### config.mk
export PLATFORM = sky130hd
export DESIGN_NAME = pkt_dest_filter
export DESIGN_NICKNAME = d
export VERILOG_FILES = /design/src/rtl/pdf_pkg.sv /design/src/rtl/pdf_cfg_regs.sv /design/src/rtl/pdf_match.sv /design/src/rtl/pdf_miss_ctr.sv /design/src/rtl/pkt_dest_filter.sv
export SDC_FILE = /design/constraint.sdc
export NUM_CORES = 1
export LEC_CHECK = 0
export BUFFER_PORTS_ARGS = -buffer_cell sky130_fd_sc_hd__buf_2
export CAP_MARGIN = 15
export CORE_MARGIN = 10
export CORE_UTILIZATION = 67
export DETAILED_ROUTE_END_ITERATION = 8
export PLACE_DENSITY = 0.94
export REMOVE_ABC_BUFFERS = 1
export SLEW_MARGIN = 40
export SYNTH_ARGS = -nofsm -noshare
export SYNTH_HDL_FRONTEND = slang
export SYNTH_HIERARCHICAL = 1
export SYNTH_SLANG_ARGS = --single-unit
### constraint.sdc
create_clock -name clk -period 7 [get_ports clk]
set_input_delay 0.7 -clock clk [delete_from_list [all_inputs] [get_ports clk]]
set_output_delay 0.7 -clock clk [all_outputs]
set_load 0.1 [all_outputs]
### src/rtl/pdf_pkg.sv
package pdf_pkg;

    typedef enum logic [1:0] {
        SEL_HOST = 2'd0,
        SEL_VEC  = 2'd1,
        SEL_CTRL = 2'd2,
        SEL_MISS = 2'd3
    } pdf_sel_e;

endpackage

### src/rtl/pdf_cfg_regs.sv
module pdf_cfg_regs #(
    parameter int ADDR_W = 8,
    parameter int WORD_W = 16,
    localparam int NUM_DEST  = 1 << ADDR_W,
    localparam int NUM_WORDS = NUM_DEST / WORD_W,
    localparam int WIDX_W    = (NUM_WORDS > 1) ? $clog2(NUM_WORDS) : 1
) (
    input  logic                 clk,
    input  logic                 rst_n,
    input  logic                 wr_en,
    input  pdf_pkg::pdf_sel_e    wr_sel,
    input  logic [WIDX_W-1:0]    wr_idx,
    input  logic [WORD_W-1:0]    wr_data,
    output logic [WORD_W-1:0]    host_q,
    output logic                 bcast_off_q,
    output logic [NUM_DEST-1:0]  vec_q
);
    import pdf_pkg::*;

    typedef struct packed {
        logic [WORD_W-1:0]   host;
        logic                bcast_off;
        logic [NUM_DEST-1:0] vec;
    } cfg_t;

    cfg_t cfg_d, cfg_q;
    logic [NUM_WORDS-1:0] word_we;

    // one write enable per bitmap word
    for (genvar k = 0; k < NUM_WORDS; k++) begin : g_word_we
        assign word_we[k] = wr_en && (wr_sel == SEL_VEC) &&
                            (wr_idx == WIDX_W'(k));
    end

    always_comb begin
        cfg_d = cfg_q;
        if (wr_en && wr_sel == SEL_HOST) begin
            cfg_d.host = wr_data;
        end
        if (wr_en && wr_sel == SEL_CTRL) begin
            cfg_d.bcast_off = wr_data[0];
        end
        for (int k = 0; k < NUM_WORDS; k++) begin
            if (word_we[k]) begin
                cfg_d.vec[k*WORD_W +: WORD_W] = wr_data;
            end
        end
    end

    always_ff @(posedge clk) begin
        if (!rst_n) begin
            cfg_q <= '0;
        end else begin
            cfg_q <= cfg_d;
        end
    end

    assign host_q      = cfg_q.host;
    assign bcast_off_q = cfg_q.bcast_off;
    assign vec_q       = cfg_q.vec;

endmodule

### src/rtl/pdf_match.sv
module pdf_match #(
    parameter int ADDR_W = 8,
    parameter int WORD_W = 16,
    localparam int NUM_DEST = 1 << ADDR_W
) (
    input  logic [WORD_W-1:0]   host,
    input  logic                bcast_off,
    input  logic [NUM_DEST-1:0] vec,
    input  logic [ADDR_W-1:0]   dest,
    output logic                mc_mode,
    output logic                hit
);
    logic is_bcast;
    logic single_hit;

    assign mc_mode    = &host;
    assign is_bcast   = (dest == '0);
    // broadcast never matches through the host compare
    assign single_hit = is_bcast ? !bcast_off : (host == WORD_W'(dest));
    assign hit        = mc_mode ? vec[dest] : single_hit;

endmodule

### src/rtl/pdf_miss_ctr.sv
module pdf_miss_ctr #(
    parameter int CNT_W = 8
) (
    input  logic             clk,
    input  logic             rst_n,
    input  logic             inc,
    input  logic             clr,
    output logic [CNT_W-1:0] count
);
    typedef struct packed {
        logic [CNT_W-1:0] cnt;
    } ctr_t;

    ctr_t ctr_d, ctr_q;

    always_comb begin
        ctr_d = ctr_q;
        if (clr) begin
            ctr_d.cnt = '0;
        end else if (inc && !(&ctr_q.cnt)) begin
            ctr_d.cnt = ctr_q.cnt + 1'b1;
        end
    end

    always_ff @(posedge clk) begin
        if (!rst_n) begin
            ctr_q <= '0;
        end else begin
            ctr_q <= ctr_d;
        end
    end

    assign count = ctr_q.cnt;

endmodule

### src/rtl/pkt_dest_filter.sv
module pkt_dest_filter #(
    parameter int ADDR_W = 8,
    parameter int WORD_W = 16,
    parameter int CNT_W  = 8,
    localparam int NUM_DEST  = 1 << ADDR_W,
    localparam int NUM_WORDS = NUM_DEST / WORD_W,
    localparam int WIDX_W    = (NUM_WORDS > 1) ? $clog2(NUM_WORDS) : 1
) (
    input  logic              clk,
    input  logic              rst_n,
    input  logic              wr_en,
    input  logic [1:0]        wr_sel,
    input  logic [WIDX_W-1:0] wr_idx,
    input  logic [WORD_W-1:0] wr_data,
    input  logic              dst_valid,
    input  logic [ADDR_W-1:0] dst_addr,
    input  logic              buf_ready,
    output logic              acc_valid,
    output logic              acc_ok,
    output logic              multicast_mode,
    output logic [CNT_W-1:0]  missed_count
);
    import pdf_pkg::*;

    typedef struct packed {
        logic valid;
        logic ok;
    } dec_t;

    pdf_sel_e             sel;
    logic [WORD_W-1:0]    host_q;
    logic                 bcast_off_q;
    logic [NUM_DEST-1:0]  vec_q;
    logic                 hit;
    logic                 miss_inc;
    logic                 miss_clr;
    dec_t                 dec_d, dec_q;

    assign sel = pdf_sel_e'(wr_sel);

    pdf_cfg_regs #(.ADDR_W(ADDR_W), .WORD_W(WORD_W)) u_regs (
        .clk        (clk),
        .rst_n      (rst_n),
        .wr_en      (wr_en),
        .wr_sel     (sel),
        .wr_idx     (wr_idx),
        .wr_data    (wr_data),
        .host_q     (host_q),
        .bcast_off_q(bcast_off_q),
        .vec_q      (vec_q)
    );

    pdf_match #(.ADDR_W(ADDR_W), .WORD_W(WORD_W)) u_match (
        .host     (host_q),
        .bcast_off(bcast_off_q),
        .vec      (vec_q),
        .dest     (dst_addr),
        .mc_mode  (multicast_mode),
        .hit      (hit)
    );

    assign miss_inc = dst_valid && hit && !buf_ready;
    assign miss_clr = wr_en && (sel == SEL_MISS);

    pdf_miss_ctr #(.CNT_W(CNT_W)) u_miss (
        .clk  (clk),
        .rst_n(rst_n),
        .inc  (miss_inc),
        .clr  (miss_clr),
        .count(missed_count)
    );

    always_comb begin
        dec_d       = '0;
        dec_d.valid = dst_valid;
        dec_d.ok    = dst_valid && hit && buf_ready;
    end

    always_ff @(posedge clk) begin
        if (!rst_n) begin
            dec_q <= '0;
        end else begin
            dec_q <= dec_d;
        end
    end

    assign acc_valid = dec_q.valid;
    assign acc_ok    = dec_q.ok;

endmodule

After elaboration in Yosys (flattened, before gate mapping)
Cells that the tools add are included.
{"block": "word_totals", "reg_bits": 283, "latchBits": 0, "mem_bits_rw": 0, "romBits": 0, "n_memories": 0}
{"block": "classes", "add_sub_neg": 1, "mul": 0, "div": 0, "order_cmp": 1, "eq_ne": 19, "shift": 0, "n_mux": 4, "bitwise_logic": 1, "reduce_logical": 33}
{"operator": "$eq 4x4->1 const B", "count": 8}
{"operator": "$logic_and 1x1->1", "count": 24}
{"operator": "$eq 16x8->1", "count": 1}
{"operator": "$eq 4x3->1 const B", "count": 4}
{"operator": "$reduce_and 16->1", "count": 1}
{"operator": "$lt 8x9->1 const B", "count": 1}
{"operator": "$add 8x1->8 const B", "count": 1}
{"operator": "$bmux 1 s8", "count": 1}
{"operator": "$eq 4x2->1 const B", "count": 2}
{"operator": "$logic_not 8->1", "count": 1}
{"operator": "$reduce_and 8->1", "count": 1}
{"operator": "$eq 2x2->1 const B", "count": 2}
{"operator": "$eq 4x1->1 const B", "count": 1}
{"operator": "$logic_not 4->1", "count": 1}
{"operator": "$logic_not 1->1", "count": 3}
{"operator": "$mux 1", "count": 3}
{"operator": "$eq 2x1->1 const B", "count": 1}
{"operator": "$logic_not 2->1", "count": 1}
{"operator": "$reduce_or 2->1", "count": 1}
{"operator": "$not 1->1", "count": 1}

Longest topological paths before layout
Gate-level depths: netlist (run 1).
{"block": "logic_depth", "word_depth": 6, "ltp_mapped": 15}

Modules after synthesis
The synthesis (run 1) kept the hierarchy.
{"module": "pdf_cfg_regs", "instances": 1, "cells_each": 953, "area_per_inst_um2": 9920.8, "seq_area_each_um2": 5465.2}
{"module": "pdf_match", "instances": 1, "cells_each": 217, "area_per_inst_um2": 2623.8, "seq_area_each_um2": 0.0}
{"module": "pdf_miss_ctr", "instances": 1, "cells_each": 47, "area_per_inst_um2": 437.9, "seq_area_each_um2": 160.2}
{"module": "pkt_dest_filter", "instances": 1, "cells_each": 6, "area_per_inst_um2": 71.3, "seq_area_each_um2": 40.0}

Worst setup path after synthesis (run 1)
Ideal clock, no wire load.
{"block": "synth_timing", "kind": "register to register", "start": "register u_regs.cfg_q (netlist bit u_regs/host_q[4])", "end": "register u_miss.ctr_q (netlist bit u_miss/count[3])", "setup_ns": 0.070, "arrival_time_ns": 4.835, "required_ns": 6.930, "setup_slack_ns": 2.095, "path_stages_with_launch": 9, "n_path_buf": 0, "period_less_slack_ns": 4.905, "path_cell_list": "dfxtp_1 > nand4_1 > nor4_1 > nor2_1 > a31oi_1 > and3b_1 > nand4_1 > a2111o_1 > o21ai_2"}
{"item": "from (decl)", "line": "pdf_cfg_regs.sv:26", "rtl": "cfg_t cfg_d, cfg_q;"}
{"item": "from (signal assigned)", "line": "pdf_cfg_regs.sv:54", "rtl": "cfg_q <= cfg_d;"}
{"item": "$reduce_and 16->1", "line": "pdf_match.sv:16", "rtl": "assign mc_mode = &host;"}
{"item": "via multicast_mode", "line": "pkt_dest_filter.sv:20", "rtl": "output logic multicast_mode,"}
{"item": "$mux 1", "line": "pdf_match.sv:20", "rtl": "assign hit = mc_mode ? vec[dest] : single_hit;"}
{"item": "via hit", "line": "pkt_dest_filter.sv:34", "rtl": "logic hit;"}
{"item": "$logic_and 1x1->1 (2 in a row)", "line": "pkt_dest_filter.sv:62", "rtl": "assign miss_inc = dst_valid && hit && !buf_ready;"}
{"item": "via miss_inc", "line": "pkt_dest_filter.sv:35", "rtl": "logic miss_inc;"}
{"item": "$logic_and 1x1->1", "line": "pdf_miss_ctr.sv:20", "rtl": "end else if (inc && !(&ctr_q.cnt)) begin"}
{"item": "to (signal assigned)", "line": "pdf_miss_ctr.sv:29", "rtl": "ctr_q <= ctr_d;"}
{"item": "to (decl)", "line": "pdf_miss_ctr.sv:14", "rtl": "ctr_t ctr_d, ctr_q;"}
The timed path passes the listed nets, and every way through them passes these cells.
A chain may end at the register's enable or synchronous reset.

Final worst setup path (run 1)
{"block": "layout_timing", "start": "input dst_addr[1]", "end": "register u_miss.ctr_q (netlist bit u_miss/count[7])"}
{"block": "layout_via", "elab_chain_cells": 6}
{"item": "from (decl)", "line": "pkt_dest_filter.sv:16", "rtl": "input logic [ADDR_W-1:0] dst_addr,"}
{"item": "$bmux 1 s8, or another cell as far along", "line": "pdf_match.sv:20"}
{"item": "$mux 1, on equally long branches", "line": "pdf_match.sv:20, pdf_match.sv:19"}
{"item": "$mux 1 (*)", "line": "pdf_match.sv:20"}
{"item": "via hit", "line": "pkt_dest_filter.sv:34"}
{"item": "$logic_and 1x1->1 (*) (2 in a row)", "line": "pkt_dest_filter.sv:62"}
{"item": "via miss_inc", "line": "pkt_dest_filter.sv:35"}
{"item": "$logic_and 1x1->1 (*)", "line": "pdf_miss_ctr.sv:20"}
Mark *: on every way through the listed nets, which the timed path passes. The rest lies on a longest branch. The select of a mux whose other input is x is not followed.

==> results.py, run 1 <==
metrics = {
    "run_status": {
        "outcome": "complete, no violations",
    },
    "timing": {
        "rsz0062_at_grt": "false",
        "finalCriticalPeriod_ns": 3.988,
        "clock_skew_ns": 0.008533,
        "fmax_mhz": 250.7,
        "slew_headroom": 0.3890,
        "finalCritPeriodShare": 0.5698,
        "holdWs_ns": 0.4046,
        "tightestPinTransition_ns": 0.9143,
        "drv_slew": 0,
        "finalSetupViolCount": 0,
        "hold_viol_final": 0,
        "setup_tns_ns": 0,
    },
    "drt": {
        "drtIter0Drc": 1077,
        "routed_wl_um": 35260,
        "wire_per_inst_um": 23.71,
        "vias": 9868,
        "firstDrtPassIters": 5,
        "via_per_inst": 6.636,
        "drc": 0,
        "ant_nets": 0,
    },
    "yosys": {
        "yosysTopAreaCellShare": 0.4340,
        "netlist_top_cells_count": "nand2_1 (327), dfxtp_1 (283), mux2i_1 (281)",
        "yosysUniqueCellTypes": 73,
        "synthFlopType": "dfxtp_1",
        "synthCells": 1223,
        "synthArstFlopShare": 0,
        "synth_enable_flop_cells": 0,
        "syn_area_um2": 13050,
        "ys_ff_latch": 283,
        "synth_area_leaders": "dfxtp_1 (43%), mux2i_1 (22%), nand2_1 (9.4%)",
        "ys_seq_area_frac": 0.4340,
        "syn_area_per_cell_um2": 10.67,
        "ys_warn_count": 6,
        "yosysTopAreaCell": "dfxtp_1",
        "yosysMostFrequentCell": "nand2_1",
    },
    "critical_path": {
        "crit_top_cell": "buf_4",
        "critPathLaunchType": "primary input",
        "worstPathRequired_ns": 7.40,
        "rr_worst_depth": 10,
        "path_cells": "buf_4 > buf_4 > mux4_1 > o2111ai_1 > nand4_1 > or4_1 > o311ai_1 > a31oi_1 > and3b_1 > and4_1 > a21oi_1 > a311oi_2",
        "cpMaxStageDelayCell": "mux4_1",
        "crit_path_end_kind": "flip-flop",
        "cpPeakStageDelay_ns": 0.62,
        "reg2reg_slack_ns": 3.86,
        "cp_max_fo": 39,
        "worstPathArrival_ns": 4.39,
        "path_class": "primary input to flip-flop",
    },
    "floorplan": {
        "core_area_um2": 18960,
        "die_h_um": 159.6,
        "ioPinCount": 46,
        "start_util": 0.6886,
        "die_w_um": 159.6,
        "dieArea_um2": 25470,
        "rows": 50,
    },
    "worst_hold_path": {
        "min_path_cells": 2,
        "min_path_type": "primary input to flip-flop",
    },
    "clock_network": {
        "cts_tree": "yes",
        "cts_buffers": 28,
        "cts.repair_timing.setup_buffer_count": 0,
        "clockBufferDepth": 3,
        "cts_resized": 0,
        "clockRootBuffer": "clkbuf_16",
        "clock_latency_ns": 0.54,
        "postCtsHoldBufs": 0,
        "clock_sinks": 283,
        "clkTransAtPathRegs_ns": 0.06,
        "htree_num_levels": 1,
    },
    "place": {
        "gp_congestion": 0.8529,
        "place_inst": 1437,
        "io_buffers": 45,
        "post-dp-hpwl_um": 20120,
    },
    "power": {
        "power_frac_clock": 0.459,
        "swShare": 0.2315,
        "switchingPower_uw": 782.8,
        "internal-power_mw": 2.598,
        "p_per_area_nw_per_um2": 240.2,
        "seqPwrFrac": 0.481,
        "irDropWorstVdd_mv": 0.2120,
        "p_leak_nw": 5.810,
        "p_comb_frac": 0.060,
    },
    "global_routing": {
        "grt_pass1_wl_um": 54990,
        "antenna_found_initial": 0,
        "grt_pass1_vias": 9973,
        "grt-ovfl-total": 0,
        "grtUsageTotal": 0.2637,
        "grt_max_degree": 122,
    },
    "finish": {
        "nFillCells": 1151,
        "nNetsFinal": 1243,
        "area_delta_synth_final_pct": 7.850,
        "utilization": 0.7427,
        "antenna_cells": 0,
        "fin_cells": 1487,
        "drive_gt1_frac": 0.1426,
    },
    "job": {
        "maxCapViolCount": 0,
    },
}
[cells in the final DEF, fill, tap and decap left out, types with 3 or more instances in the layout]
cell type | Yosys | routed
xnor2_1 | 6 | 6
nand2_1 | 327 | 314
clkbuf_8 | 7 | 3
o2111ai_1 | 3 | 3
buf_2 | 12 | 42
mux4_1 | 26 | 26
buf_6 | 16 | 5
a22oi_1 | 3 | 3
nand2b_1 | 5 | 5
nand2_2 | 6 | 19
nor4_1 | 7 | 7
a21boi_0 | 16 | 16
nand3b_1 | 4 | 4
o22ai_1 | 4 | 4
bufinv_16 | 0 | 4
mux2_2 | 5 | 5
nor3_1 | 5 | 5
mux2i_1 | 281 | 281
a211oi_1 | 4 | 4
nor2b_1 | 5 | 5
a2111o_1 | 3 | 3
or3_1 | 3 | 3
mux4_2 | 34 | 34
dfxtp_1 | 283 | 283
o21ai_0 | 6 | 6
nor3b_1 | 3 | 3
clkbuf_1 | 47 | 7
clkbuf_16 | 0 | 29
nor2_4 | 0 | 6
clkinv_2 | 0 | 6
a21oi_1 | 8 | 8
or4_1 | 3 | 3
nand3_1 | 11 | 11
nor2_1 | 6 | 6
nand4_1 | 10 | 10
buf_4 | 8 | 4
and4_1 | 3 | 3
[final timing paths]
| kind | to | startpoint |
|---|---|---|
| setup / recovery | u_miss/count[7] | dst_addr[1] |
| hold / removal | acc_valid | dst_valid |
| setup reg to reg | u_miss/count[7] | u_regs/vec_q[203] |
| hold reg to reg | u_regs/vec_q[178] | u_regs/vec_q[178] |
[flip-flops by register name (all words and copies together) (netlist names)]
register	cells
u_regs/host_q	16
acc_valid	1
acc_ok	1
u_regs/vec_q	256
u_regs/bcast_off_q	1
u_miss/count	8
[worst max-delay path, delay by kind of cell]
kind	cells	cell delay (ns)
and+or+nand+nor	4	1.21
buffers and inverters	2	1.06
AOI/OAI and AO/OA	5	0.80
muxes	1	0.62
[cell families (layout without fill, tap and decap cells)]
group           Yosys count  count (layout)  synth area share
fa+ha+maj                 1               1         0.0009583
buf+inv                 101             105           0.04869
flops                   283             283            0.4340
xor+xnor                  8               8          0.005368
simple gates            421             421            0.1440
compound gates           63              63           0.03623
mux                     346             346            0.3308
[power groups by stage]
stage	Combinational (mW)	Clock (mW)	Sequential [mW]
2_1_floorplan	0.0764	0	1.66
3_3_place_gp	0.185	0	1.66
3_5_place_dp	0.191	0	1.66
4_1_cts	0.194	1.55	1.63
5_1_grt	0.209	1.62	1.63
6_report	0.202	1.55	1.63
[metal layers]
metal	GRT usage	routed length [um]	up-vias
met1	0.3221	13360	4839
met4	0.1289	1849	0
li1	-	-	4308
met5	0	0	-
met2	0.4363	16720	565
met3	0.05190	3329	156
[cell type report]
| type | instances | area, um2 | share of cell area |
|---|---|---|---|
| inverter | 3 | 11.26 | 0.0007999 |
| timing repair buffer | 52 | 310.3 | 0.02204 |
| clock inverter | 12 | 165.2 | 0.01173 |
| multi-input combinational | 839 | 6822 | 0.4845 |
| sequential | 283 | 5665 | 0.4024 |
| tap | 260 | 325.3 | 0.02311 |
| clock buffer | 38 | 779.5 | 0.05537 |
[per-stage QoR]
step	total power, mW	cell area [um2]	setup WS [ns]
after floorplan	1.738	12430	2.095
after global routing	3.451	14080	2.908
final	3.381	14080	3.012
after CTS	3.375	14070	3.047
after detailed placement	1.853	13120	2.525
after global placement	1.846	13020	2.556
No activity file was read; power rests on OpenSTA's default activity.
==> run 2, diff against run 1 <==
CORE_UTILIZATION = 62   (was 67)
PLACE_DENSITY = 0.89   (was 0.94)
clock period = 4.2 ns   (was 7 ns; I/O delays follow)
==> run 2 against run 1 <==
Effect of this change: setup slack got worse by 2.2 ns; cell count rose by 1.5%; utilization fell by 6.6 points; critical path depth did not move; sequential power rose by 66%; flip-flop and latch count did not move; total power rose by 65%; combinational power rose by 70%; register-to-register slack got worse by 2.7 ns; critical endpoint is now u_miss/count[5]; largest power group unchanged.
==> results.py, run 2 (same netlist as run 1, synthesis figures left out) <==
metrics = {
    "run_status": {
        "outcome": "complete, no violations",
    },
    "critical_path": {
        "rr_worst_depth": 11,
        "reg2reg_slack_ns": 1.16,
        "crit_path_end_kind": "flip-flop",
        "r2r_end": "u_miss/count[5]",
        "path_cells": "buf_2 > buf_12 > mux4_1 > mux2i_1 > or4_1 > nand4_1 > o311ai_1 > a31oi_1 > and3b_1 > and4_1 > a31oi_1 > a211oi_1",
        "crit_start": "dst_addr[0]",
        "crit_top_cell": "a31oi_1",
        "cpMaxStageDelayCell": "mux4_1",
        "cp_max_fo": 28,
        "critPathBufInv": 2,
        "path_class": "primary input to flip-flop",
        "worst-path-stages": 12,
        "worstPathArrival_ns": 3.80,
        "cpPeakStageDelay_ns": 0.62,
        "worstPathRequired_ns": 4.63,
        "critPathLaunchType": "primary input",
        "rr_startpoint": "u_regs/vec_q[253]",
        "crit_family": "compound AO/OA/AOI/OAI gates",
        "endpoint": "u_miss/count[5]",
    },
    "global_routing": {
        "grt_max_degree": 121,
        "grt_pass1_vias": 9844,
        "grtUsageTotal": 0.2472,
        "grt-ovfl-total": 0,
        "grt_pass1_wl_um": 53920,
        "antenna_found_initial": 1,
    },
    "clock_network": {
        "cts_buffers": 28,
        "cts_tree": "yes",
        "clkTransAtPathRegs_ns": 0.06,
        "postCtsHoldBufs": 0,
        "htree_num_levels": 1,
        "clockBufferDepth": 3,
        "clockRootBuffer": "clkbuf_16",
        "cts.repair_timing.setup_buffer_count": 0,
        "clock_latency_ns": 0.55,
        "cts_resized": 0,
        "clock_sinks": 283,
    },
    "finish": {
        "utilization": 0.6766,
        "final_common_cell": "nand2_1",
        "nFillCells": 1425,
        "largest_reg_flops": 256,
        "final_cell_mix": "nand2_1 (311), dfxtp_1 (283), mux2i_1 (281), buf_2 (42), mux4_2 (34)",
        "fin_cells": 1509,
        "nNetsFinal": 1249,
        "drive_gt1_frac": 0.1509,
        "area_delta_synth_final_pct": 8.262,
        "finalInstanceArea_um2": 14130,
    },
    "place": {
        "detailed_place.area_um2": 13200,
        "post-dp-hpwl_um": 20020,
        "io_buffers": 45,
        "place_inst": 1458,
        "pre_cts_slack_ns": 0.3872,
        "gp_congestion": 0.8427,
    },
    "power": {
        "p_comb_frac": 0.062,
        "swShare": 0.2373,
        "p_per_area_nw_per_um2": 395.4,
        "irDropWorstVdd_mv": 0.3507,
        "seqPwrFrac": 0.485,
        "p_leak_nw": 5.836,
        "total_power_mw": 5.588,
        "power_frac_clock": 0.454,
        "internal-power_mw": 4.262,
        "switchingPower_mw": 1.326,
    },
    "job": {
        "maxCapViolCount": 0,
    },
    "timing": {
        "finalCriticalPeriod_ns": 3.376,
        "fmax_mhz": 296.2,
        "finalSetupViolCount": 0,
        "hold_viol_final": 0,
        "clock_skew_ns": 0.01806,
        "finalCritPeriodShare": 0.8038,
        "fin_ws_ns": 0.8241,
        "slew_headroom": 0.4659,
        "tightestPinTransition_ns": 0.8012,
        "rsz0062_at_grt": "false",
        "drv_slew": 0,
    },
    "drt": {
        "firstDrtPassIters": 6,
        "drc": 0,
        "routed_wl_um": 34580,
        "vias": 9883,
        "wire_per_inst_um": 22.92,
        "via_per_inst": 6.549,
        "ant_nets": 0,
        "drtIter0Drc": 1444,
    },
    "floorplan": {
        "dieArea_um2": 27260,
        "rows": 53,
        "start_util": 0.6249,
        "core_area_um2": 20890,
        "die_w_um": 165.1,
        "die_h_um": 165.1,
        "ioPinCount": 46,
    },
    "worst_hold_path": {
        "min_path_type": "primary input to flip-flop",
    },
}
run 2: power by group through the flow:
stage / Sequential, mW / Clock, mW / Combinational [mW]
final: 2.71 / 2.53 / 0.344
after global routing: 2.71 / 2.64 / 0.354
after CTS: 2.71 / 2.54 / 0.331
after detailed placement: 2.77 / 0 / 0.327
after global placement: 2.77 / 0 / 0.316
after floorplan: 2.77 / 0 / 0.127
run 2: per-layer routing:
| layer | up-vias | track usage | routed length, um |
|---|---|---|---|
| met3 | 131 | 0.04041 | 3570 |
| met1 | 4807 | 0.3223 | 13460 |
| met5 | - | 0 | 0 |
| li1 | 4320 | - | - |
| met4 | 0 | 0.1176 | 1713 |
| met2 | 625 | 0.3942 | 15850 |
run 2: worst register-to-register path, delay by kind of cell (launching register included):
kind / cells / cell delay (ns)
multiplexers: 3 / 0.89
flip-flops: 1 / 0.32
AND/OR/NAND/NOR: 3 / 0.97
AO/OA/AOI/OAI: 5 / 0.73
run 2: worst min path at each step:
stage | from | slack [ns] | to | cells past startpoint
after floorplan | u_regs/vec_q[194] | 0.43 | u_regs/vec_q[194] | 2
after global placement | u_regs/vec_q[219] | 0.44 | u_regs/vec_q[219] | 2
after detailed placement | u_regs/vec_q[206] | 0.45 | u_regs/vec_q[206] | 2
after CTS | dst_valid | 0.12 | acc_valid | 2
after global routing | dst_valid | 0.14 | acc_valid | 2
final | dst_valid | 0.13 | acc_valid | 2
run 2: layout make-up:
| class | instances | area [um2] | share of cell area |
|---|---|---|---|
| diodes | 1 | 2.502 | 0.0001771 |
| clock buffers | 39 | 813.3 | 0.05755 |
| clock inverters | 11 | 110.1 | 0.007791 |
| inverters | 3 | 11.26 | 0.0007968 |
| multi-input cells | 839 | 6829 | 0.4832 |
| flip-flops and latches | 283 | 5665 | 0.4009 |
| well taps | 275 | 344.1 | 0.02435 |
| repair buffers | 58 | 356.6 | 0.02523 |
run 2: through the flow:
stage          hold slack (ns)  setup TNS, ns
2_1_floorplan           0.4299         -4.391
3_3_place_gp            0.4374              0
3_5_place_dp            0.4459              0
4_1_cts                 0.1229              0
5_1_grt                 0.1432              0
6_report                0.1274              0
==> run 3, diff against run 2 <==
ABC_AREA = 1   (was unset)
CORE_UTILIZATION = 57   (was 62)
PLACE_DENSITY = 0.86   (was 0.89)
clock period = 2.95 ns   (was 4.2 ns; I/O delays follow)
==> run 3 against run 2 <==
Effect of this change: global-route usage increased by 1.4 points; sequential share of layout area decreased by 4.8 points; wire length increased by 31%; critical endpoint is now u_miss/count[7].
==> results.py, run 3 <==
metrics = {
    "clock_network": {
        "cts_buffers": 30,
        "cts_resized": 0,
        "clockRootBuffer": "clkbuf_16",
        "clockBufferDepth": 3,
        "clkTransAtPathRegs_ns": 0.06,
        "clock_latency_ns": 0.57,
        "htree_num_levels": 1,
        "clock_sinks": 283,
        "cts_tree": "yes",
    },
    "critical_path": {
        "worstPathArrival_ns": 3.17,
        "path_class": "flip-flop to flip-flop",
        "crit_path_end_kind": "flip-flop",
        "path_cells": "nor2_1 > nor2_1 > o21ai_0 > o211ai_1 > nand3_1 > nand2_1 > nand2_1 > nor2_1 > nor2_1 > nor2_1 > nor2_1 > nor2_1 > nand2_1 > nor2_1 > buf_4 > nand2_1 > nor2_4 > nand3_1 > nand2_1 > inv_1 > nor2_1",
        "critPathBufInv": 2,
        "cpMaxStageDelayCell": "dfxtp_1",
        "crit_top_cell": "nor2_1",
        "cpPeakStageDelay_ns": 0.35,
        "worstPathRequired_ns": 3.45,
        "crit_family": "simple AND/OR/NAND/NOR gates",
        "cp_max_fo": 5,
        "critPathLaunchType": "flip-flop",
    },
    "finish": {
        "largest_reg_flops": 256,
        "utilization": 0.6330,
        "nNetsFinal": 2345,
        "final_common_cell": "nor2_1",
        "area_delta_synth_final_pct": 8.695,
        "fin_cells": 2662,
        "final_cell_mix": "nor2_1 (590), nand2_1 (532), nand3_1 (320), dfxtp_1 (283), a21oi_1 (160)",
        "finalInstanceArea_um2": 16030,
        "drive_gt1_frac": 0.08366,
        "nFillCells": 2210,
    },
    "place": {
        "detailed_place.area_um2": 15060,
        "post-dp-hpwl_um": 26350,
        "place_inst": 2606,
        "pre_cts_slack_ns": 0.07484,
        "io_buffers": 45,
        "gp_congestion": 0.8924,
    },
    "global_routing": {
        "globalRouteMet3Util": 0.04795,
        "antenna_found_initial": 1,
        "grt-ovfl-total": 0,
        "grtUsageTotal": 0.2609,
        "grt_use_met1": 0.3319,
        "use_met2": 0.4186,
        "gr-max-usage-layer": "met2",
        "grt_pass1_wl_um": 72350,
        "grt_pass1_vias": 14099,
        "grt_max_degree": 141,
    },
    "yosys": {
        "ys_warn_count": 6,
        "synthCells": 2355,
        "syn_area_per_cell_um2": 6.263,
        "synthFlopType": "dfxtp_1",
        "synth_enable_flop_cells": 0,
        "yosysTopAreaCell": "dfxtp_1",
        "netlist_top_cells_count": "nor2_1 (599), nand2_1 (532), nand3_1 (320)",
        "yosysMostFrequentCell": "nor2_1",
        "synth_area_leaders": "dfxtp_1 (38%), nor2_1 (15%), nand2_1 (14%)",
        "synthArstFlopShare": 0,
        "ys_seq_area_frac": 0.3841,
        "yosysTopAreaCellShare": 0.3841,
        "ys_ff_latch": 283,
        "syn_area_um2": 14750,
        "yosysUniqueCellTypes": 31,
    },
    "floorplan": {
        "die_w_um": 180.9,
        "start_util": 0.5824,
        "ioPinCount": 46,
        "rows": 58,
        "die_h_um": 180.9,
        "dieArea_um2": 32710,
        "core_area_um2": 25330,
    },
    "timing": {
        "fin_ws_ns": 0.2764,
        "setup_tns_ns": 0,
        "holdWs_ns": 0.007095,
        "finalSetupViolCount": 0,
        "finalCritPeriodShare": 0.9063,
        "clock_skew_ns": 0.01202,
        "rsz0062_at_grt": "false",
        "tightestPinTransition_ns": 0.9483,
        "hold_viol_final": 0,
        "finalCriticalPeriod_ns": 2.674,
        "drv_slew": 0,
        "fmax_mhz": 374.0,
        "slew_headroom": 0.3639,
    },
    "power": {
        "p_per_area_nw_per_um2": 532.3,
        "p_leak_nw": 6.768,
        "total_power_mw": 8.535,
        "irDropWorstVdd_mv": 0.4735,
    },
    "drt": {
        "firstDrtPassIters": 8,
        "routed_wl_um": 45210,
        "drc": 0,
        "vias": 15495,
        "ant_nets": 0,
        "wire_per_inst_um": 16.98,
        "via_per_inst": 5.821,
        "drtIter0Drc": 2308,
    },
    "worst_hold_path": {
        "min_path_type": "primary input to flip-flop",
    },
    "job": {
        "maxCapViolCount": 0,
    },
    "run_status": {
        "outcome": "complete, no violations",
    },
}
run 3: cell count changes in the layout (fill, tap and decap cells not counted), moves of 16 or more:
cell	previous run	this run
mux2i_1	281	1
o21ai_0	6	84
mux4_2	34	0
nand2_2	22	2
a21boi_0	16	0
mux4_1	26	0
buf_4	12	53
nand3_1	11	320
nor2_1	6	590
nand2_1	311	532
a21oi_1	8	160
inv_1	2	93
run 3: where the power goes:
group	switching, mW	internal, mW
combinational	0.688	0.266
clock	1.59	2.11
sequential	0.0246	3.86
total	2.30	6.23
run 3: area by class of cell:
cell class | count | area (um2) | area share
multi-input combinational | 1776 | 7712 | 0.4810
clock buffer | 44 | 904.6 | 0.05642
timing repair buffer | 110 | 874.6 | 0.05455
inverter | 108 | 406.6 | 0.02536
clock inverter | 10 | 53.80 | 0.003356
tap | 330 | 412.9 | 0.02575
antenna | 1 | 2.502 | 0.0001561
sequential | 283 | 5665 | 0.3534
run 3: layer usage:
layer	wire length (um)	share of wire
met1	17700	0.39
met2	20520	0.45
met3	4788	0.11
met4	2200	0.049
met5	0	0
run 3: final timing paths:
check	start	to	slack (ns)	cells after the start
setup reg to reg	u_regs/vec_q[168]	u_miss/count[7]	0.28	21
hold reg to reg	u_regs/bcast_off_q	u_regs/bcast_off_q	0.47	2
hold / removal	buf_ready	acc_ok	0.007	3
setup / recovery	u_regs/vec_q[168]	u_miss/count[7]	0.28	21
run 3: kinds of logic after synthesis:
group                    after synthesis  share of synthesized area
AND/OR/NAND/NOR                     1498                     0.4219
buffers and inverters                296                    0.09492
flip-flops                           283                     0.3841
AO/OA/AOI/OAI                        268                    0.09280
XOR/XNOR                               8                   0.004750
multiplexers                           1                  0.0006786
adder cells (fa/ha/maj)                1                  0.0008481
run 3: timing repair:
| item | CTS | global route |
|---|---|---|
| hold buffers | 1 | 0 |
| buffers inserted | 0 | 0 |
| endpoints found under the hold margin | 2 | 0 |
run 3: worst reg2reg max path: stages, from the launching register on:
cell and delay [ns]:
dfxtp_1 0.35, nor2_1 0.06, nor2_1 0.08, o21ai_0 0.08
o211ai_1 0.10, nand3_1 0.10, nand2_1 0.10, nand2_1 0.08
nor2_1 0.27, nor2_1 0.18, nor2_1 0.14, nor2_1 0.06
nor2_1 0.14, nand2_1 0.08, nor2_1 0.12, buf_4 0.15
nand2_1 0.10, nor2_4 0.14, nand3_1 0.09, nand2_1 0.07
inv_1 0.04, nor2_1 0.10
